$ cat src/rtl/bt656_det_pkg.sv
package bt656_det_pkg;

  // Classification of one measured blanking interval
  typedef enum logic [1:0] {
    STD_NONE = 2'd0,
    STD_525  = 2'd1,
    STD_625  = 2'd2
  } std_e;

  // Flags carried in the status byte of a timing reference code
  typedef struct packed {
    logic f;
    logic v;
    logic h;
  } trs_flags_t;

  localparam int unsigned PREAMBLE_LEN = 3;
  localparam logic [7:0]  PRE_FIRST    = 8'hFF;
  localparam logic [7:0]  PRE_REST     = 8'h00;

endpackage

$ cat src/rtl/bt656_trs_finder.sv
module bt656_trs_finder
  import bt656_det_pkg::*;
(
  input  logic       clk,
  input  logic       rst_n,
  input  logic       in_valid,
  input  logic [7:0] in_data,
  output logic       trs_hit,
  output trs_flags_t trs_xy,
  output trs_flags_t flags_q
);

  localparam int unsigned PRE = PREAMBLE_LEN;

  // hist[0] is the most recently accepted byte
  logic [PRE-1:0][7:0] hist;
  logic [PRE-1:0]      stage_ok;

  always_ff @(posedge clk) begin
    if (!rst_n) begin
      hist <= '0;
    end else if (in_valid) begin
      for (int i = PRE - 1; i > 0; i--) begin
        hist[i] <= hist[i-1];
      end
      hist[0] <= in_data;
    end
  end

  // Oldest stage must hold FF, the younger ones 00
  for (genvar g = 0; g < PRE; g++) begin : g_stage
    localparam logic [7:0] EXP = (g == PRE - 1) ? PRE_FIRST : PRE_REST;
    assign stage_ok[g] = (hist[g] == EXP);
  end

  assign trs_xy  = '{f: in_data[6], v: in_data[5], h: in_data[4]};
  assign trs_hit = in_valid && (&stage_ok) && in_data[7];

  always_ff @(posedge clk) begin
    if (!rst_n) begin
      flags_q <= '0;
    end else if (trs_hit) begin
      flags_q <= trs_xy;
    end
  end

  // flags take the decoded status bits one cycle after a code
  a_r2_flags_follow_xy: assert property (@(posedge clk) disable iff (!rst_n)
    trs_hit |=> (flags_q == $past(trs_xy)));

  // flags hold when no code was found
  a_r2_flags_hold: assert property (@(posedge clk) disable iff (!rst_n)
    !trs_hit |=> $stable(flags_q));

endmodule

$ cat src/rtl/bt656_blank_counter.sv
module bt656_blank_counter #(
  parameter int unsigned CNT_W = 12
) (
  input  logic             clk,
  input  logic             rst_n,
  input  logic             in_valid,
  input  logic             trs_hit,
  input  logic             trs_is_eav,
  output logic             meas_valid,
  output logic [CNT_W-1:0] meas_len
);

  localparam logic [CNT_W-1:0] CNT_MAX = {CNT_W{1'b1}};
  // Bytes of the start code counted before its XY byte: FF, 00, 00
  localparam logic [CNT_W-1:0] PRE_BYTES = CNT_W'(3);

  logic [CNT_W-1:0] cnt;
  logic             armed;

  always_ff @(posedge clk) begin
    if (!rst_n) begin
      cnt   <= '0;
      armed <= 1'b0;
    end else if (trs_hit && trs_is_eav) begin
      cnt   <= '0;
      armed <= 1'b1;
    end else if (trs_hit) begin
      armed <= 1'b0;
    end else if (in_valid && armed && (cnt != CNT_MAX)) begin
      cnt <= cnt + 1'b1;
    end
  end

  // The count includes the start code's preamble; remove it
  assign meas_valid = trs_hit && !trs_is_eav && armed;
  assign meas_len   = cnt - PRE_BYTES;

  // an end code restarts the count
  a_r3_restart_on_eav: assert property (@(posedge clk) disable iff (!rst_n)
    (trs_hit && trs_is_eav) |=> (cnt == '0));

  // idle cycles never advance the count
  a_r1_idle_no_count: assert property (@(posedge clk) disable iff (!rst_n)
    !in_valid |=> $stable(cnt));

endmodule

$ cat src/rtl/bt656_std_classifier.sv
module bt656_std_classifier
  import bt656_det_pkg::*;
#(
  parameter int unsigned CNT_W   = 12,
  parameter int unsigned LEN_525 = 268,
  parameter int unsigned LEN_625 = 280,
  parameter int unsigned TOL     = 2
) (
  input  logic [CNT_W-1:0] meas_len,
  output std_e             meas_std
);

  localparam int unsigned N_STD = 2;
  logic [N_STD-1:0] hit;

  for (genvar g = 0; g < N_STD; g++) begin : g_win
    localparam int unsigned CENTRE = (g == 0) ? LEN_525 : LEN_625;
    localparam logic [CNT_W-1:0] LO = CNT_W'(CENTRE - TOL);
    localparam logic [CNT_W-1:0] HI = CNT_W'(CENTRE + TOL);
    assign hit[g] = (meas_len >= LO) && (meas_len <= HI);
  end

  always_comb begin
    if (hit[0]) begin
      meas_std = STD_525;
    end else if (hit[1]) begin
      meas_std = STD_625;
    end else begin
      meas_std = STD_NONE;
    end
  end

endmodule

$ cat src/rtl/bt656_mode_filter.sv
module bt656_mode_filter
  import bt656_det_pkg::*;
#(
  parameter int unsigned LOCK_LINES = 4,
  parameter logic        VMODE_RST  = 1'b0
) (
  input  logic clk,
  input  logic rst_n,
  input  logic en_ok,
  input  logic meas_valid,
  input  std_e meas_std,
  output logic vmode,
  output logic locked
);

  localparam int unsigned RUN_W = $clog2(LOCK_LINES + 1);
  localparam logic [RUN_W-1:0] RUN_TOP = RUN_W'(LOCK_LINES);

  logic [RUN_W-1:0] run;
  logic [RUN_W-1:0] run_inc;
  std_e             prev;
  logic             confirm;

  always_comb begin
    if (meas_std == prev) begin
      run_inc = (run == RUN_TOP) ? run : run + 1'b1;
    end else begin
      run_inc = RUN_W'(1);
    end
    confirm = (meas_std != STD_NONE) && (run_inc >= RUN_TOP);
  end

  always_ff @(posedge clk) begin
    if (!rst_n) begin
      vmode  <= VMODE_RST;
      locked <= 1'b0;
      run    <= '0;
      prev   <= STD_NONE;
    end else if (!en_ok) begin
      locked <= 1'b0;
      run    <= '0;
      prev   <= STD_NONE;
    end else if (meas_valid) begin
      if (meas_std == STD_NONE) begin
        locked <= 1'b0;
        run    <= '0;
        prev   <= STD_NONE;
      end else begin
        prev   <= meas_std;
        run    <= run_inc;
        locked <= confirm;
        if (confirm) begin
          vmode <= (meas_std == STD_525);
        end
      end
    end
  end

  // disabled detection leaves the lock flag low
  a_r7_disabled_unlocked: assert property (@(posedge clk) disable iff (!rst_n)
    !en_ok |=> !locked);

  // disabled detection holds the mode bit
  a_r7_disabled_hold: assert property (@(posedge clk) disable iff (!rst_n)
    !en_ok |=> $stable(vmode));

  // the mode bit moves only right after an enabled measurement
  a_r5_vmode_only_on_meas: assert property (@(posedge clk) disable iff (!rst_n)
    !$stable(vmode) |-> $past(meas_valid && en_ok));

  // lock rises only after a matching measurement
  a_r6_lock_rise: assert property (@(posedge clk) disable iff (!rst_n)
    $rose(locked) |-> $past(meas_valid && (meas_std != STD_NONE)));

endmodule

$ cat src/rtl/bt656_std_detect.sv
module bt656_std_detect
  import bt656_det_pkg::*;
#(
  parameter int unsigned CNT_W      = 12,
  parameter int unsigned LEN_525    = 268,
  parameter int unsigned LEN_625    = 280,
  parameter int unsigned TOL        = 2,
  parameter int unsigned LOCK_LINES = 4,
  parameter int unsigned HMODE_W    = 2,
  parameter int unsigned HMODE_720  = 0
) (
  input  logic               clk,
  input  logic               rst_n,
  input  logic               in_valid,
  output logic               in_ready,
  input  logic [7:0]         in_data,
  input  logic               auto_en,
  input  logic [HMODE_W-1:0] hmode,
  output logic               vmode,
  output logic               locked,
  output logic               trs_f,
  output logic               trs_v,
  output logic               trs_h
);

  localparam logic [HMODE_W-1:0] HSEL_720 = HMODE_W'(HMODE_720);

  logic             trs_hit;
  trs_flags_t       trs_xy;
  trs_flags_t       flags_q;
  logic             meas_valid;
  logic [CNT_W-1:0] meas_len;
  std_e             meas_std;
  logic             en_ok;

  // Observer only: every byte is taken
  assign in_ready = 1'b1;
  assign en_ok    = auto_en && (hmode == HSEL_720);

  bt656_trs_finder u_finder (
    .clk      (clk),
    .rst_n    (rst_n),
    .in_valid (in_valid),
    .in_data  (in_data),
    .trs_hit  (trs_hit),
    .trs_xy   (trs_xy),
    .flags_q  (flags_q)
  );

  bt656_blank_counter #(.CNT_W(CNT_W)) u_counter (
    .clk        (clk),
    .rst_n      (rst_n),
    .in_valid   (in_valid),
    .trs_hit    (trs_hit),
    .trs_is_eav (trs_xy.h),
    .meas_valid (meas_valid),
    .meas_len   (meas_len)
  );

  bt656_std_classifier #(
    .CNT_W   (CNT_W),
    .LEN_525 (LEN_525),
    .LEN_625 (LEN_625),
    .TOL     (TOL)
  ) u_classify (
    .meas_len (meas_len),
    .meas_std (meas_std)
  );

  bt656_mode_filter #(
    .LOCK_LINES (LOCK_LINES),
    .VMODE_RST  (1'b0)
  ) u_filter (
    .clk        (clk),
    .rst_n      (rst_n),
    .en_ok      (en_ok),
    .meas_valid (meas_valid),
    .meas_std   (meas_std),
    .vmode      (vmode),
    .locked     (locked)
  );

  assign trs_f = flags_q.f;
  assign trs_v = flags_q.v;
  assign trs_h = flags_q.h;

  // the stream is never back-pressured
  a_r1_ready_high: assert property (@(posedge clk) disable iff (!rst_n)
    in_ready);

endmodule

$ cat config.mk
export PLATFORM = sky130hd
export DESIGN_NAME = bt656_std_detect
export DESIGN_NICKNAME = d
export VERILOG_FILES = /design/src/rtl/bt656_det_pkg.sv /design/src/rtl/bt656_trs_finder.sv /design/src/rtl/bt656_blank_counter.sv /design/src/rtl/bt656_std_classifier.sv /design/src/rtl/bt656_mode_filter.sv /design/src/rtl/bt656_std_detect.sv
export SDC_FILE = /design/constraint.sdc
export NUM_CORES = 1
export LEC_CHECK = 0
export CAP_MARGIN = 20
export CORE_MARGIN = 2
export CORE_UTILIZATION = 25
export DETAILED_ROUTE_END_ITERATION = 10
export PLACE_DENSITY = 0.49
export SYNTH_ARGS = -nofsm -noshare
export SYNTH_HDL_FRONTEND = slang
export SYNTH_SLANG_ARGS = --single-unit
$ cat constraint.sdc
create_clock -name clk -period 3.79 [get_ports clk]
set_input_delay 0.379 -clock clk [delete_from_list [all_inputs] [get_ports clk]]
set_output_delay 0.379 -clock clk [all_outputs]
set_load 0.01 [all_outputs]
==> run_results.csv, run 1 <==
group,metric,value,unit
yosys,yosys_warnings,0,
power,peakVddDrop,0.000168,V
sta,fin_ws,1.10,ns
yosys,synthCells,277,
clock_tree,cts_tree,"built",
yosys,synth_nets,295,
floorplanning,core,0.00933,mm2
floorplanning,initial_core_util,25.9,%
floorplanning,ios,20,
yosys,synth-edff-count,0,
floorplanning,die_w,102,um
sta,finalHoldViolCount,0,
clock_tree,cts_buffers,5,
setup_path,worstSetupEndpointType,"flip-flop",
route,drtAntennaViolNets,0,
setup_path,crit_end,"u_filter.vmode",
min_path,hp-start,"u_finder.flags_q[0]",
setup_path,start_kind,"flip-flop",
power,power_leakage,1.00,nW
clock_tree,clock_sinks,46,
sta,fin_setup_tns,0,ns
setup_path,cp_slowest_cell,"dfxtp_1",
setup_path,worst_path_largest_cell_delay,0.58,ns
global_routing,grt_start_max_net_pins,30,
route,vias_per_cell,4.63,
clock_tree,hold_buffers,0,
clock_tree,cts-root-buf,"clkbuf_8",
setup_path,r2r_cells,8,
layout,nNetsFinal,303,
place,pre_cts_slack,0.991,ns
route,drc,0,
place,gp_congestion,0.758,
setup_path,r2r_slack,1.10,ns
yosys,synth-async-reset-ratio,0,%
setup_path,crit_path_start,"u_counter.cnt[0]",
layout,utilization,30.0,%
route,routed_wl,5050,um
clock_tree,path_clk_slew,0.09,ns
yosys,yosysTopAreaCell,"dfxtp_1",
global_routing,grt_pass1_vias,1894,
yosys,netlist.area_leader.share,38.1,%
sta,slew_violations,0,
floorplanning,die_area,0.0105,mm2
layout,drive_above_1_share,5.94,%
yosys,avgSynthCellArea,8.72,um2
clock_tree,cts-htree-levels,2,
yosys,ys_top_cells_by_area,"dfxtp_1 (38%), mux2i_1 (11%), nor2_1 (6.7%), xnor2_1 (2.9%), nand2_1 (2.8%)",
yosys,ys_seq_area_share,38.1,%
sta,setup_viol,0,
clock_tree,cts_max_path_buffers,2,
place,hpwl,3600,um
sta,min_period_over_period,71.0,%
setup_path,critPathRequiredTime,3.99,ns
layout,diodes,0,
global_routing,grt_use_total,10.9,%
flow_run,max_cap_viol_count,0,
yosys,ys.flop_type,"dfxtp_1",
sta,finalClockSkew,0.00579,ns
layout,fin_cells,415,
route,drt_iter0_markers,61,
sta,fin_crit,2.69,ns
floorplanning,die_y,102,um
global_routing,grt_overflow_total,0,
layout,areaGrowthSynthToFinish,15.7,%
setup_path,critPathArrivalTime,2.89,ns
route,via_count,1921,
setup_path,worstPathMaxFanout,14,
sta,rsz0062_at_grt,"false",
setup_path,worstPathCellList,"ha_1, nand3_1, a31o_1, a21oi_1, o2111ai_2, nor3_2, o32ai_1, nor4_1",
yosys,synth.distinct_cells,60,
min_path,hold_class,"reg -> reg",
power,powerDensity,328,mW/mm2
place,dpl.cell_count,407,
setup_path,reg2reg_from,"u_counter.cnt[0]",
route,wl_per_cell,12.2,um
place,io_buffers,18,
clock_tree,postCtsSetupBuffers,0,
global_routing,antenna_found_initial,0,
sta,slew_headroom,37.7,%
clock_tree,cts.repair.resized,0,
sta,fmax,372,MHz
sta,worst_pin_slew,0.933,ns
floorplanning,std_cell_rows,35,
global_routing,grt_pass1_wl,9160,um
setup_path,rr_endpoint,"u_filter.vmode",
layout,fillerInstances,980,
setup_path,worstSetupPathType,"reg -> reg",
outcome,status,"finished, final reports clean",
yosys,synthesis.area,0.00242,mm2
yosys,ys_ff_latch,46,
route,first_pass_iters,4,
clock_tree,worstSkewPairLatency,0.29,ns
==> cells by family after synthesis <==
kind of cell             Yosys count  share of synthesized area (%)
AO/OA/AOI/OAI                     44                           13.1
XOR/XNOR                          12                           4.35
adder cells (fa/ha/maj)            4                           2.07
buffers and inverters             29                           5.13
flip-flops                        46                           38.1
multiplexers                      28                           11.7
other                              1                          0.155
AND/OR/NAND/NOR                  113                           25.4
==> state kept, by name, summed over array words and instances (netlist names) <==
| signal | count |
|---|---|
| u_finder.flags_q | 3 |
| u_finder.hist | 24 |
| u_filter.vmode | 1 |
| u_filter.run | 3 |
| u_counter.armed | 1 |
| u_counter.cnt | 12 |
| u_filter.prev | 2 |
==> layout by cell type (no fill, tap or decap), drive strengths merged, types with 2 or more instances in the layout <==
cell and count:
o22ai 2, xnor2 8, dfxtp 46, nand3 6
nor4 5, and2 2, nand2b 4, o221ai 2
nand4b 4, nand4 3, o21ai 8, a31o 2
o2111ai 2, ha 4, nand2 18, xor2 4
nand3b 4, a31oi 2, a211oi 3, buf 2
clkdlybuf4s50 18, inv 10, or3 3, nor3 8
clkbuf 6, nor2 43, nor3b 3, mux2i 27
a21oi 12
==> worst min path at each step <==
stage | depth (start not counted) | to
finish | 2 | u_finder.flags_q[0]
floorplan | 2 | u_finder.hist[23]
detailed placement | 2 | u_finder.flags_q[0]
global route | 2 | u_finder.flags_q[0]
CTS | 2 | u_finder.flags_q[0]
global placement | 2 | u_finder.hist[20]
==> routing by layer <==
layer	track usage, %	routed length (um)
met1	15.3	2650
met2	16.9	2240
met3	2.26	132
met4	2.87	29
met5	0	0
==> per-stage QoR <==
step / hold WS, ns / power [mW] / instance area (um2)
global route: 0.536 / 0.961 / 2800
floorplan: 0.452 / 0.542 / 2420
finish: 0.490 / 0.918 / 2800
global placement: 0.477 / 0.564 / 2690
detailed placement: 0.475 / 0.565 / 2690
CTS: 0.491 / 0.931 / 2800
==> critical path: cells and delay by family (launching register included) <==
kind / cells / cell delay [ns]
flops: 1 / 0.58
simple gates: 3 / 0.73
fa+ha+maj: 1 / 0.52
compound gates: 4 / 0.77
==> power by group <==
group	switching (mW)	leakage, nW	internal (mW)
clock	0.169	0.0514	0.197
combinational	0.0258	0.579	0.0277
sequential	0.00682	0.373	0.492
==> synthesized netlist by cell type, types with 3 or more instances <==
cell type and n:
ha_1 4, clkbuf_1 12, nand4_1 3, nand2_1 18, o21ai_1 3, o21ai_0 5, a21oi_1 12, nand2b_1 4
or3_1 3, xor2_1 4, nand4b_1 4, buf_2 3, nor4_1 4, dfxtp_1 46, nand3_1 6, xnor2_1 8
nand3b_1 4, nor2_1 43, mux2i_1 27, nor3_1 7, nor3b_1 3, inv_1 10
==> area by class of cell <==
class	instances	area, um2	area share (%)
Clock buffer	6	72.6	2.60
Clock inverter	2	37.5	1.34
Timing Repair Buffer	20	195	6.98
Tap cell	129	161	5.77
Inverter	10	37.5	1.34
Multi-Input combinational cell	202	1370	49.0
Sequential cell	46	921	32.9
Power figures use the tool's default switching activity.
==> run 2, diff against run 1 <==
--- a/config.mk
+++ b/config.mk
@@ -9,7 +9,7 @@
 export CORE_MARGIN = 2
 export CORE_UTILIZATION = 25
 export DETAILED_ROUTE_END_ITERATION = 10
-export PLACE_DENSITY = 0.49
+export PLACE_DENSITY = 0.5
 export SYNTH_ARGS = -nofsm -noshare
 export SYNTH_HDL_FRONTEND = slang
 export SYNTH_SLANG_ARGS = --single-unit
==> constraint.sdc (replaced) <==
create_clock -name clk -period 2.35 [get_ports clk]
set_input_delay 0.235 -clock clk [delete_from_list [all_inputs] [get_ports clk]]
set_output_delay 0.235 -clock clk [all_outputs]
set_load 0.01 [all_outputs]
==> run 2 against run 1 <==
- combinational power rose by 62%
- critical path type unchanged
- critical path depth up 2
- sequential power rose by 61%
- largest power group unchanged
- die area stayed put
- utilization rose by 1.6 points
- register-to-register slack lost 0.92 ns
- worst setup slack lost 0.92 ns
- global-route usage fell by 0.26 points
- clock power increased by 63%
==> run_results.csv, run 2 (synthesized netlist as in run 1, its figures left out) <==
group,metric,value,unit
floorplanning,die_y,102,um
clock_tree,cts-htree-levels,2,
layout,areaGrowthSynthToFinish,22.1,%
place,io_buffers,18,
sta,worst_pin_slew,0.534,ns
sta,fin_setup_tns,0,ns
power,power_leakage,1.09,nW
setup_path,worstSetupPathType,"reg -> reg",
layout,nNetsFinal,320,
min_path,hold_class,"reg -> reg",
layout,final-seq-area,923,um2
power,power.total,1.49,mW
floorplanning,ios,20,
setup_path,critPathArrivalTime,2.35,ns
global_routing,grt_pass1_vias,1900,
clock_tree,cts-root-buf,"clkbuf_8",
setup_path,worstPathMaxFanout,6,
floorplanning,die_area,0.0105,mm2
layout,layout_common_cells,"dfxtp_1 (44), nor2_1 (43), mux2i_1 (27)",
sta,setup_viol,0,
clock_tree,cts_buffers,5,
route,routed_wl,5260,um
clock_tree,cts_tree,"built",
route,drtAntennaViolNets,0,
power,p_int,1.16,mW
power,peakVddDrop,0.000359,V
layout,largest_register_ffs,24,
route,drc,0,
sta,fin_crit,2.17,ns
clock_tree,cts_max_path_buffers,2,
layout,fillerInstances,953,
setup_path,worstSetupEndpointType,"flip-flop",
layout,reg.largest.list,"u_finder.hist x24, u_counter.cnt x12",
global_routing,grt_start_max_net_pins,29,
sta,finalClockSkew,0.00707,ns
sta,slew_violations,0,
place,gp_congestion,0.804,
power,powerDensity,504,mW/mm2
power,p_clk_share,40.0,%
flow_run,max_cap_viol_count,0,
clock_tree,worstSkewPairLatency,0.30,ns
clock_tree,clock_sinks,46,
clock_tree,path_clk_slew,0.09,ns
layout,utilization,31.6,%
sta,slew_headroom,64.0,%
layout,regMostFlops,"u_finder.hist",
layout,layout_commonest_cell,"dfxtp_1",
global_routing,grt_use_total,10.6,%
floorplanning,core,0.00933,mm2
route,vias_per_cell,4.65,
outcome,status,"finished, final reports clean",
power,share_seq_of_total_power,54.1,%
global_routing,grt_pass1_wl,8940,um
route,first_pass_iters,4,
route,drt_iter0_markers,57,
power,power_switching,0.328,mW
sta,finalHoldViolCount,0,
setup_path,start_kind,"flip-flop",
global_routing,grt_overflow_total,0,
layout,multi_input_area,0.00139,mm2
floorplanning,initial_core_util,25.9,%
floorplanning,std_cell_rows,35,
sta,fmax,461,MHz
layout,drive_above_1_share,13.2,%
place,hpwl,3840,um
layout,diodes,0,
route,via_count,2007,
setup_path,critPathRequiredTime,2.53,ns
power,p_comb_share,5.8,%
place,dpl.cell_count,423,
global_routing,antenna_found_initial,0,
route,wl_per_cell,12.2,um
clock_tree,hold_buffers,0,
layout,fin_cells,432,
power,p_sw_share,22.1,%
sta,min_period_over_period,92.4,%
floorplanning,die_w,102,um
[run 2: cell types whose count changed in the layout (fill, tap and decap cells not counted), sizes merged]
cell and delta:
buf +17, clkbuf -1, clkinv +1, clkinvlp -1, inv +1
[run 2: worst paths after layout]
kind	start	to	slack (ns)	cells past startpoint
worst max-delay path	u_counter.cnt[1]	u_filter.run[1]	0.18	10
worst min-delay path	u_finder.flags_q[0]	u_finder.flags_q[0]	0.49	2
worst max register to register	u_counter.cnt[1]	u_filter.run[1]	0.18	10
worst min register to register	u_finder.flags_q[0]	u_finder.flags_q[0]	0.49	2
[run 2: cell type report]
class,count,share of cell area [%]
tap,129,5.47
sequential,46,31.3
timing repair buffer,37,10.9
clock inverter,3,1.48
clock buffer,5,2.33
multi-input combinational,202,47.2
inverter,10,1.27
[run 2: repair_timing]
action	4_1_cts	5_1_grt
hold endpoints to repair	0	0
setup buffers	0	1
endpoints found under the setup margin	0	7
resized for setup	0	6
[run 2: per-stage QoR]
step | area, um2 | hold WS (ns) | setup slack [ns]
2_1_floorplan | 2420 | 0.379 | 0.178
5_1_grt | 2950 | 0.528 | -0.00916
4_1_cts | 2920 | 0.487 | 0.0713
3_5_place_dp | 2810 | 0.468 | -0.0153
6_report | 2950 | 0.487 | 0.179
3_3_place_gp | 2810 | 0.458 | 0.0660
[run 2: power by group through the flow]
| stage | Sequential [mW] | Combinational, mW | Clock (mW) |
|---|---|---|---|
| final | 0.805 | 0.0868 | 0.595 |
| after CTS | 0.806 | 0.0879 | 0.620 |
| after global placement | 0.824 | 0.0873 | 0 |
| after floorplan | 0.820 | 0.0550 | 0 |
| after global routing | 0.808 | 0.0961 | 0.649 |
| after detailed placement | 0.824 | 0.0875 | 0 |
[run 2: worst max-delay path, stage by stage, from the launching register on]
cell	delay, ns
dfxtp_2	0.39
inv_1	0.06
ha_2	0.39
a211o_1	0.11
o21ai_0	0.07
a221o_1	0.35
a31oi_1	0.19
buf_4	0.15
o21ai_0	0.07
o211ai_1	0.16
a21oi_1	0.11
[run 2: metal layers]
| layer | track usage (%) | vias up | wire, um |
|---|---|---|---|
| li1 | - | 1035 | - |
| met1 | 14.3 | 940 | 2670 |
| met2 | 16.7 | 28 | 2370 |
| met3 | 2.67 | 4 | 161 |
| met4 | 3.28 | 0 | 52 |
| met5 | 0 | - | 0 |
==> run 3, diff against run 2 <==
--- a/config.mk
+++ b/config.mk
@@ -10,6 +10,7 @@
 export CORE_UTILIZATION = 25
 export DETAILED_ROUTE_END_ITERATION = 10
 export PLACE_DENSITY = 0.5
+export SLEW_MARGIN = 10
 export SYNTH_ARGS = -nofsm -noshare
 export SYNTH_HDL_FRONTEND = slang
 export SYNTH_SLANG_ARGS = --single-unit
==> results of run 3 <==
The final DEF is identical to that of run 2; final timing and power are the same.
